===== src/rtl/rob_pkg.sv =====
package rob_pkg;
    typedef enum logic {
        SQ_IDLE = 1'b0,
        SQ_WALK = 1'b1
    } sq_state_e;
endpackage


===== src/rtl/rob_ptr_ctrl.sv =====
module rob_ptr_ctrl #(
    parameter int DEPTH = 8,
    localparam int IDX_W = $clog2(DEPTH),
    localparam int CNT_W = IDX_W + 1
) (
    input  logic             clk,
    input  logic             rst_n,
    input  logic             do_ins,
    input  logic             do_ret,
    output logic [IDX_W-1:0] wr_idx,
    output logic [IDX_W-1:0] head_idx,
    output logic [IDX_W-1:0] tail_idx,
    output logic [CNT_W-1:0] occupancy,
    output logic             full,
    output logic             empty
);
    // Pointers carry one wrap bit above the slot index.
    logic [IDX_W:0] wptr, rptr;

    always_ff @(posedge clk or negedge rst_n) begin
        if (!rst_n) begin
            wptr <= '0;
            rptr <= '0;
        end else begin
            if (do_ins) wptr <= wptr + (IDX_W+1)'(1);
            if (do_ret) rptr <= rptr + (IDX_W+1)'(1);
        end
    end

    always_comb begin
        wr_idx    = wptr[IDX_W-1:0];
        head_idx  = rptr[IDX_W-1:0];
        tail_idx  = wr_idx - IDX_W'(1);
        occupancy = wptr - rptr;
        full      = (occupancy == CNT_W'(DEPTH));
        empty     = (occupancy == '0);
    end
endmodule


===== src/rtl/rob_squash_walker.sv =====
module rob_squash_walker
    import rob_pkg::*;
#(
    parameter int DEPTH    = 8,
    parameter int SEQ_W    = 16,
    parameter int SQ_WIDTH = 2,
    localparam int IDX_W = $clog2(DEPTH)
) (
    input  logic                        clk,
    input  logic                        rst_n,
    input  logic                        start,
    input  logic [SEQ_W-1:0]            start_seq,
    input  logic [IDX_W-1:0]            start_cur,
    input  logic [IDX_W-1:0]            head_idx,
    input  logic [DEPTH-1:0][SEQ_W-1:0] seq_tab,
    output logic [DEPTH-1:0]            kill,
    output logic                        busy,
    output logic                        done
);
    sq_state_e        state, state_nxt;
    logic [SEQ_W-1:0] target;
    logic [IDX_W-1:0] cursor, step_cur;
    logic [DEPTH-1:0] visit_kill;
    logic             hit_end;

    // One batch: up to SQ_WIDTH slots from the cursor toward the head.
    always_comb begin
        step_cur   = cursor;
        hit_end    = 1'b0;
        visit_kill = '0;
        for (int k = 0; k < SQ_WIDTH; k++) begin
            if (!hit_end) begin
                if (seq_tab[step_cur] == target) begin
                    hit_end = 1'b1;
                end else begin
                    visit_kill[step_cur] = 1'b1;
                    if (step_cur == head_idx) hit_end = 1'b1;
                    else                      step_cur = step_cur - IDX_W'(1);
                end
            end
        end
    end

    always_comb begin
        state_nxt = state;
        unique case (state)
            SQ_IDLE: if (start)   state_nxt = SQ_WALK;
            SQ_WALK: if (hit_end) state_nxt = SQ_IDLE;
            default:              state_nxt = SQ_IDLE;
        endcase
    end

    always_ff @(posedge clk or negedge rst_n) begin
        if (!rst_n) state <= SQ_IDLE;
        else        state <= state_nxt;
    end

    always_comb begin
        busy = (state == SQ_WALK);
        kill = busy ? visit_kill : '0;
    end

    always_ff @(posedge clk or negedge rst_n) begin
        if (!rst_n) begin
            target <= '0;
            cursor <= '0;
            done   <= 1'b1;
        end else if (start) begin
            target <= start_seq;
            cursor <= start_cur;
            done   <= 1'b0;
        end else if (busy) begin
            cursor <= step_cur;
            if (hit_end) done <= 1'b1;
        end
    end
endmodule


===== src/rtl/rob_walkback.sv =====
module rob_walkback #(
    parameter int DEPTH    = 8,
    parameter int PC_W     = 32,
    parameter int SEQ_W    = 16,
    parameter int SQ_WIDTH = 2,
    localparam int IDX_W = $clog2(DEPTH),
    localparam int CNT_W = IDX_W + 1
) (
    input  logic             clk,
    input  logic             rst_n,
    input  logic             ins_valid,
    input  logic [PC_W-1:0]  ins_pc,
    input  logic [PC_W-1:0]  ins_npc,
    input  logic [SEQ_W-1:0] ins_seq,
    input  logic             cmp_valid,
    input  logic [IDX_W-1:0] cmp_slot,
    input  logic             retire_en,
    input  logic             sq_valid,
    input  logic [SEQ_W-1:0] sq_seq,
    output logic             head_ready,
    output logic [PC_W-1:0]  head_pc,
    output logic [PC_W-1:0]  head_npc,
    output logic [SEQ_W-1:0] head_seq,
    output logic             head_squashed,
    output logic [PC_W-1:0]  tail_pc,
    output logic [SEQ_W-1:0] tail_seq,
    output logic [CNT_W-1:0] occupancy,
    output logic [CNT_W-1:0] free_cnt,
    output logic             squash_done
);
    logic [DEPTH-1:0][PC_W-1:0]  pc_q, npc_q;
    logic [DEPTH-1:0][SEQ_W-1:0] seq_q;
    logic [DEPTH-1:0]            rdy_q, sqd_q, kill;
    logic [IDX_W-1:0]            wr_idx, head_idx, tail_idx;
    logic                        full, empty, busy;
    logic                        sq_accept, freeze, do_ins, do_ret;

    assign sq_accept = sq_valid && !empty && !busy;
    assign freeze    = busy || sq_accept;
    assign do_ins    = ins_valid && !full && !freeze;
    assign do_ret    = retire_en && head_ready && !freeze;

    rob_ptr_ctrl #(.DEPTH(DEPTH)) u_ptr (
        .clk       (clk),
        .rst_n     (rst_n),
        .do_ins    (do_ins),
        .do_ret    (do_ret),
        .wr_idx    (wr_idx),
        .head_idx  (head_idx),
        .tail_idx  (tail_idx),
        .occupancy (occupancy),
        .full      (full),
        .empty     (empty)
    );

    rob_squash_walker #(
        .DEPTH    (DEPTH),
        .SEQ_W    (SEQ_W),
        .SQ_WIDTH (SQ_WIDTH)
    ) u_walk (
        .clk       (clk),
        .rst_n     (rst_n),
        .start     (sq_accept),
        .start_seq (sq_seq),
        .start_cur (tail_idx),
        .head_idx  (head_idx),
        .seq_tab   (seq_q),
        .kill      (kill),
        .busy      (busy),
        .done      (squash_done)
    );

    for (genvar i = 0; i < DEPTH; i++) begin : g_slot
        always_ff @(posedge clk or negedge rst_n) begin
            if (!rst_n) begin
                pc_q[i]  <= '0;
                npc_q[i] <= '0;
                seq_q[i] <= '0;
                rdy_q[i] <= 1'b0;
                sqd_q[i] <= 1'b0;
            end else if (do_ins && wr_idx == IDX_W'(i)) begin
                pc_q[i]  <= ins_pc;
                npc_q[i] <= ins_npc;
                seq_q[i] <= ins_seq;
                rdy_q[i] <= 1'b0;
                sqd_q[i] <= 1'b0;
            end else begin
                if (kill[i]) begin
                    rdy_q[i] <= 1'b1;
                    sqd_q[i] <= 1'b1;
                end
                if (cmp_valid && cmp_slot == IDX_W'(i)) rdy_q[i] <= 1'b1;
            end
        end
    end

    always_comb begin
        head_ready    = !empty && rdy_q[head_idx];
        head_pc       = pc_q[head_idx];
        head_npc      = npc_q[head_idx];
        head_seq      = seq_q[head_idx];
        head_squashed = sqd_q[head_idx];
        tail_pc       = pc_q[tail_idx];
        tail_seq      = seq_q[tail_idx];
        free_cnt      = CNT_W'(DEPTH) - occupancy;
    end
endmodule



===== config.mk =====
export PLATFORM = sky130hd
export DESIGN_NAME = rob_walkback
export DESIGN_NICKNAME = d
export VERILOG_FILES = /design/src/rtl/rob_pkg.sv /design/src/rtl/rob_ptr_ctrl.sv /design/src/rtl/rob_squash_walker.sv /design/src/rtl/rob_walkback.sv
export SDC_FILE = /design/constraint.sdc
export NUM_CORES = 2
export LEC_CHECK = 0
export BUFFER_PORTS_ARGS = -buffer_cell sky130_fd_sc_hd__buf_2
export CORE_MARGIN = 1
export CORE_UTILIZATION = 56
export DETAILED_ROUTE_END_ITERATION = 6
export GPL_TIMING_DRIVEN = 0
export PLACE_DENSITY = 0.83
export SYNTH_ARGS = -nofsm -noshare
export SYNTH_HDL_FRONTEND = slang
export SYNTH_SLANG_ARGS = --single-unit

===== constraint.sdc =====
create_clock -name clk -period 4.3 [get_ports clk]
set_input_delay 0.215 -clock clk [delete_from_list [all_inputs] [get_ports clk]]
set_output_delay 0.215 -clock clk [all_outputs]
set_load 0.02 [all_outputs]

Yosys cells after proc, flatten, opt, wreduce, memory -nomap -nowiden

Index checks and enable logic that the tools add are counted.

Input port bits: 105
Logic and storage cells: 208
Register bits after elaboration: 685
Output and inout port bits: 139

Multiplexer cells: 76
$add $sub $neg: 7
Bitwise operators: 2
Reductions and logical operators: 52
Equal/unequal tests: 19
Order comparisons: 6

Operators by type and width:

| kind                                                                                 | count |
|---|---|
| 32-bit binary-select mux with 3-bit select                                           | 3 |
| 16-bit binary-select mux with 3-bit select                                           | 4 |
| 32-bit 2-to-1 mux                                                                    | 3 |
| 16-bit 2-to-1 mux                                                                    | 4 |
| 1-bit 2-to-1 mux                                                                     | 46 |
| 16-bit == test                                                                       | 2 |
| 8-bit 2-to-1 mux                                                                     | 4 |
| 1-bit logical AND                                                                    | 25 |
| 3-bit == test (second input constant)                                                | 8 |
| 3-bit nonzero test                                                                   | 8 |
| 3-bit 2-to-1 mux                                                                     | 7 |
| 2-bit nonzero test                                                                   | 10 |
| 3-bit by 4-bit < comparator with 1-bit output (second input constant)                | 4 |
| 3-bit by 2-bit == test with 1-bit output (second input constant)                     | 4 |
| 3-bit by 1-bit subtractor with 3-bit output (second input constant)                  | 3 |
| 4-bit by 1-bit adder with 4-bit output (second input constant)                       | 2 |
| 8-bit bitwise OR                                                                     | 1 |
| 1-bit binary-select mux with 3-bit select                                            | 2 |
| 1-bit demux with 3-bit select                                                        | 2 |
| 3-bit by 1-bit == test with 1-bit output (second input constant)                     | 2 |
| 3-bit == test                                                                        | 2 |
| 3-bit by 1-bit greater-or-equal comparator with 1-bit output (second input constant) | 2 |
| 3-bit logical NOT                                                                    | 2 |
| 4-bit == test (second input constant)                                                | 1 |
| other kinds (8)                                                                      | 11 |

Logic depth before layout (Yosys ltp)

Word-level depth: 15
Depth in mapped cells: 21
Mapped depth without buffers: 16

Cells and area by module

A second synthesis with hierarchy kept.

Cells, all modules: 2637
Area total of the unflattened synthesis: 38888.5 um^2

Modules (own cells, without submodules):

| module            | area each (um^2) | sequential area each (um^2) | times used | cells an instance |
|---|---|---|---|---|
| rob_walkback      | 33498.4          | 16415.7                     | 1          | 1908 |
| rob_squash_walker | 4858.4           | 526.8                       | 1          | 676 |
| rob_ptr_ctrl      | 531.8            | 200.2                       | 1          | 53 |

Worst setup path after synthesis

OpenSTA, ideal clock, no wires.

Path type: reg2reg
From: register u_ptr.wptr[0]
To: register pc_q[21] in the netlist's numbering
Slack: -0.573 ns
Arrival: 4.748 ns
Library setup time: 0.125 ns
Stages on the path, launching flop included: 18
Data required time: 4.175 ns
Buffers on the path: 6
Clock period less this slack: 4.873 ns
Cells stage by stage: dfrtp_1 clkbuf_1 buf_1 clkbuf_1 inv_1 ha_1 inv_1 fa_1 inv_1 ha_1 nand2_1 nor2_1 o211a_1 clkbuf_1 and3_1 clkbuf_1 clkbuf_1 mux2_2

Cells in the longest elaborated chain, start to end: 9
Elaborated cells between the ends (all ways): 13
Classes of those cells: 1 x add/sub; 1 x eq/ne; 11 x reduce/logical

Ends and longest elaborated chain:

| element                        | RTL line           | RTL |
|---|---|---|
| start: declaration             | rob_ptr_ctrl.sv:18 | `logic [IDX_W:0] wptr, rptr;` |
| start signal: assignment       | rob_ptr_ctrl.sv:25 | `if (do_ins) wptr <= wptr + (IDX_W+1)'(1);` |
| 4-bit subtractor *             | rob_ptr_ctrl.sv:34 | `occupancy = wptr - rptr;` |
| net occupancy[1]               | rob_walkback.sv:27 | `output logic [CNT_W-1:0] occupancy,` |
| 4-bit logical NOT              | rob_ptr_ctrl.sv:36 | `empty = (occupancy == '0);` |
| 1-bit logical NOT              | rob_walkback.sv:38 | `assign sq_accept = sq_valid && !empty && !busy;` |
| 1-bit logical AND (2 in a row) | rob_walkback.sv:38 |  |
| 1-bit logical OR               | rob_walkback.sv:39 | `assign freeze = busy \|\| sq_accept;` |
| 1-bit logical NOT              | rob_walkback.sv:40 | `assign do_ins = ins_valid && !full && !freeze;` |
| 1-bit logical AND *            | rob_walkback.sv:40 |  |
| 1-bit logical AND *            | rob_walkback.sv:81 | `end else if (do_ins && wr_idx == IDX_W'(i)) begin` |
| end signal: indexed assignment | rob_walkback.sv:82 | `pc_q[i] <= ins_pc;` |
| end: declaration               | rob_walkback.sv:31 | `logic [DEPTH-1:0][PC_W-1:0] pc_q, npc_q;` |

Mark *: on every way through the listed nets, which the timed path passes. The rest lies on a longest branch.
A chain may end at the register's enable or synchronous reset.

Final worst setup path

From: register u_walk.cursor[2]
To: register rdy_q[5]

Cells in the longest elaborated chain, start to end: 13
Elaborated cells between the ends (all ways): 28
Classes of those cells: 1 x add/sub; 4 x order compare; 3 x eq/ne; 16 x mux; 1 x bitwise; 3 x reduce/logical

Ends and longest elaborated chain:

| element                                                                                                                                             | RTL line                | RTL |
|---|---|---|
| start: declaration                                                                                                                                  | rob_squash_walker.sv:22 | `logic [IDX_W-1:0] cursor, step_cur;` |
| start signal: assignment                                                                                                                            | rob_squash_walker.sv:70 | `cursor <= start_cur;` |
| start signal: assignment                                                                                                                            | rob_squash_walker.sv:73 | `cursor <= step_cur;` |
| 16-bit binary-select mux with 3-bit select                                                                                                          | rob_squash_walker.sv:33 | `if (seq_tab[step_cur] == target) begin` |
| 16-bit 2-to-1 mux (not written as such)                                                                                                             | rob_squash_walker.sv:33 |  |
| 16-bit == test                                                                                                                                      | rob_squash_walker.sv:33 |  |
| 3-bit 2-to-1 mux                                                                                                                                    | rob_squash_walker.sv:33 |  |
| 3-bit by 4-bit < comparator with 1-bit output (not written as such) or 3-bit by 1-bit greater-or-equal comparator with 1-bit output (tied branches) | rob_squash_walker.sv:36 | `visit_kill[step_cur] = 1'b1;` |
| 1-bit logical AND (not written as such)                                                                                                             | rob_squash_walker.sv:36 |  |
| 1-bit 2-to-1 mux (not written as such)                                                                                                              | rob_squash_walker.sv:36 |  |
| 1-bit demux with 3-bit select                                                                                                                       | n/a                     |  |
| 8-bit bitwise OR (no source line)                                                                                                                   | n/a                     |  |
| 8-bit 2-to-1 mux                                                                                                                                    | rob_squash_walker.sv:33 |  |
| 8-bit 2-to-1 mux *                                                                                                                                  | rob_squash_walker.sv:32 | `if (!hit_end) begin` |
| 8-bit 2-to-1 mux *                                                                                                                                  | rob_squash_walker.sv:60 | `kill = busy ? visit_kill : '0;` |
| 3-bit nonzero test (no source line) *                                                                                                               | n/a                     |  |
| end signal: indexed assignment                                                                                                                      | rob_walkback.sv:79      | `rdy_q[i] <= 1'b0;` |
| end signal: indexed assignment                                                                                                                      | rob_walkback.sv:85      | `rdy_q[i] <= 1'b0;` |
| end signal: indexed assignment                                                                                                                      | rob_walkback.sv:89      | `rdy_q[i] <= 1'b1;` |
| end: declaration                                                                                                                                    | rob_walkback.sv:33      | `logic [DEPTH-1:0] rdy_q, sqd_q, kill;` |

Mark *: on every way between the ends. The rest lies on a longest branch, timed or not. The select of a mux whose other input is x is not followed.

==> reports/results.ini <==
[run_status]
outcome = finished, violations left
violations = setup timing

[synth]
synth_area_per_cell_sq_um = 13.9
synth_top_family_by_area = multiplexers
synth-async-reset-ratio_pct = 100
synth_adder_area_share_pct = 0.532
synth_common_cells = mux2_2, dfrtp_1, mux4_2
syn-num-nets = 2763
ys_ff_latch = 685
synth_edf_count = 0
ys.flop_type = dfrtp_1
synth_compound_area_share_pct = 2.92
synth-simple-area-share_pct = 6.10
synthesis.area_sq_mm = 0.0367
synth.area.top_cells = dfrtp_1, mux2_2, mux4_2
netlist_instances = 2643
ys_types = 69
synth_top_area_cell = dfrtp_1
synth_xor_area_share_pct = 1.10
synth_top_area_share_pct = 46.7
synth_seq_area_share_pct = 46.7
yosysMostFrequentCell = mux2_2
yosys_warnings = 0
muxShareOfSynthArea_pct = 39.9

[place]
placed_cell_area_sq_mm = 0.0391
hpwlAfterDp_um = 77500
dp_cells = 3746
portBuffers = 243
preCtsSetupSlack_ns = -1.98
place_congestion = 1.06

[hold_path]
holdCritStartpoint = cmp_slot[2]
hold_class = in -> reg
hold_depth = 3
min_to = rdy_q[7]

[floorplanning]
fp-row-count = 93
io_pins = 244
die_y_um = 258
initial_utilization_pct = 56.8
core-area_sq_mm = 0.0646
die_w_um = 258
dieArea_sq_mm = 0.0665

[sta]
slew_headroom_pct = 7.18
drv_slew = 0
hold_viol = 0
skew_ns = 0.0235
tightest_slew_ns = 1.39
finalCritPeriodShare_pct = 119
rsz0062_at_grt = true
max_freq_mhz = 195
fin_ws_ns = -0.826
setup_viol = 168
worst_hold_slack_ns = 0.0382
fin_crit_ns = 5.13

[power_and_ir_drop]
switchingPower_uw = 18600
powerDensity_mw_per_mm2 = 982
power_frac_clock_pct = 15.6
irDropWorstVdd_v = 0.000508
switching_share_pct = 43.0
comb_power_share_pct = 57.5
cellInternalPower_uw = 24700
p_leak_uw = 0.0199
sequentialPowerShare_pct = 27.0
power_uw = 43300

[routing]
wirelength_um = 116000
met2_length_um = 54300
wl_met3_um = 11700
firstDrtPassIters = 6
wl_per_cell_um = 28.7
routed_via_density = 6.71
routed.top_layer = met5
wl_met1_um = 43400
num_vias = 27105
ant_nets = 0
remaining_drc_errors = 0
drt-initial-drc-count = 3115

[setup_path]
crit_path_max_fanout = 10
crit_chain = buf_2 > clkbuf_4 > mux4_2 > mux2i_1 > xor2_1 > o211ai_1 > or4_4 > buf_12 > buf_6 > nand4_4 > o211ai_4 > buf_8 > buf_12 > nand3_2 > nand4_1 > xnor2_2 > nor4_4 > nand4_2 > and2_4 > a32oi_4 > a21oi_2
r2r_end = rdy_q[5]
max_stage_delay_ns = 0.58
r2r_slack_ns = -0.83
critPathCaptureType = register
r2r-start = u_walk.cursor[2]
cpMostUsedCell = buf_12
start_kind = register
r2r_cells = 21
crit_slowest_cell = or4_4
cp.arrival_ns = 5.63
crit_type = reg -> reg
critPathTopFamily = simple AND/OR/NAND/NOR gates
cp.buffers_inverters = 6
cp-startpoint = u_walk.cursor[2]
required_ns = 4.80

[layout]
drive_above_1_share_pct = 51.7
area_growth_syn_to_layout_pct = 20.2
nets = 3238
finalNonFillerCells = 4037
n_fill_cell = 4309
final_area_sq_mm = 0.0441

[clocking]
clock_path_buffers = 3
clock_latency_ns = 0.64
cts_tree = done
cts-htree-levels = 3
numCtsBuffers = 75
clk_pin_slew_ns = 0.07
cts_sinks = 685
cts.root.buffer_cell = clkbuf_16

[global_routing]
grt_pass1_vias = 28659
grt_max_degree = 135
grt_pass1_wl_um = 175000
antenna_found_initial = 8
track_usage_pct = 35.1
grt.overflow.total = 0

[job]
drv_cap = 0

[what timing repair did]
action | CTS | global route
setup buffers | 41 | 13
pin swaps | 30 | 32
hold buffers | 100 | 1
cloned | 2 | 0
endpoints found under the hold margin | 742 | 1
setup endpoints to repair | 814 | 719
gates resized for setup | 225 | 64
[worst min-delay path, stage by stage]
cell and delay, ns:
buf_2 0.13, a41oi_1 0.16, a21oi_1 0.12
[layout by cell type (no fill, tap or decap), types with 42 or more instances in the layout]
| cell type | synthesis | final |
|---|---|---|
| buf_2 | 14 | 260 |
| buf_4 | 11 | 42 |
| clkbuf_1 | 129 | 44 |
| clkbuf_16 | 0 | 80 |
| clkbuf_2 | 6 | 68 |
| dfrtp_1 | 684 | 684 |
| dlygate4sd3_1 | 0 | 101 |
| mux2_2 | 710 | 710 |
| mux4_2 | 282 | 282 |
| nand2_1 | 269 | 264 |
| nand3_1 | 133 | 128 |
| o21ai_0 | 76 | 70 |
[worst max-delay path by stage]
stage / end / depth (start not counted)
finish: rdy_q[5] / 21
global route: rdy_q[5] / 23
CTS: rdy_q[1] / 20
detailed placement: seq_q[34] / 17
global placement: pc_q[74] / 1
floorplan: npc_q[0] / 17
[power groups by stage]
stage	sequential [uW]	clock (uW)	combinational (uW)
finish	11700	6750	24900
global route	11900	7040	25900
CTS	11500	6760	23800
detailed placement	11500	0	22100
global placement	11100	0	21600
floorplan	10600	0	15800
[sequential cells by signal (all words and copies together) (netlist names), 4 cells and up]
register,count
u_walk.target,16
pc_q,256
seq_q,128
npc_q,256
u_ptr.wptr,4
u_ptr.rptr,4
sqd_q,8
rdy_q,8
[cells by family (layout without fill, tap and decap cells)]
family                     count (synthesis)  count (layout)
other                                      0               6
DFF                                      685             685
buffers and inverters                    236             769
AOI/OAI and AO/OA                        158             158
and+or+nand+nor                          483             483
adders and majority gates                 15              15
muxes                                   1020            1020
xor gates and xnor gates                  46              46
[metal layers]
metal	vias to the layer above	GRT usage [%]
li1	10886	-
met1	14135	46.4
met2	1705	53.9
met3	375	8.16
met4	4	19.9
met5	-	0
[layout make-up]
cell class / instances / area (sq um) / share of cell area (%)
repair buffers: 404 / 2970 / 6.72
plain buffers: 201 / 1360 / 3.08
clock buffers: 103 / 2100 / 4.77
flip-flops and latches: 685 / 17100 / 38.9
well taps: 855 / 1070 / 2.43
inverters: 29 / 110 / 0.250
clock inverters: 32 / 459 / 1.04
multi-input cells: 1722 / 18900 / 42.8
diodes: 6 / 15.0 / 0.0340
[metrics by stage]
stage	TNS, ns	utilization, %
after floorplan	-11.53	-
after global placement	-7886.03	60.4
after CTS	-10.70	67.8
final	-19.10	68.3
after detailed placement	-1019.94	60.6
after global routing	-33.24	68.3
Note: power is estimated with default switching activity, not from simulation.
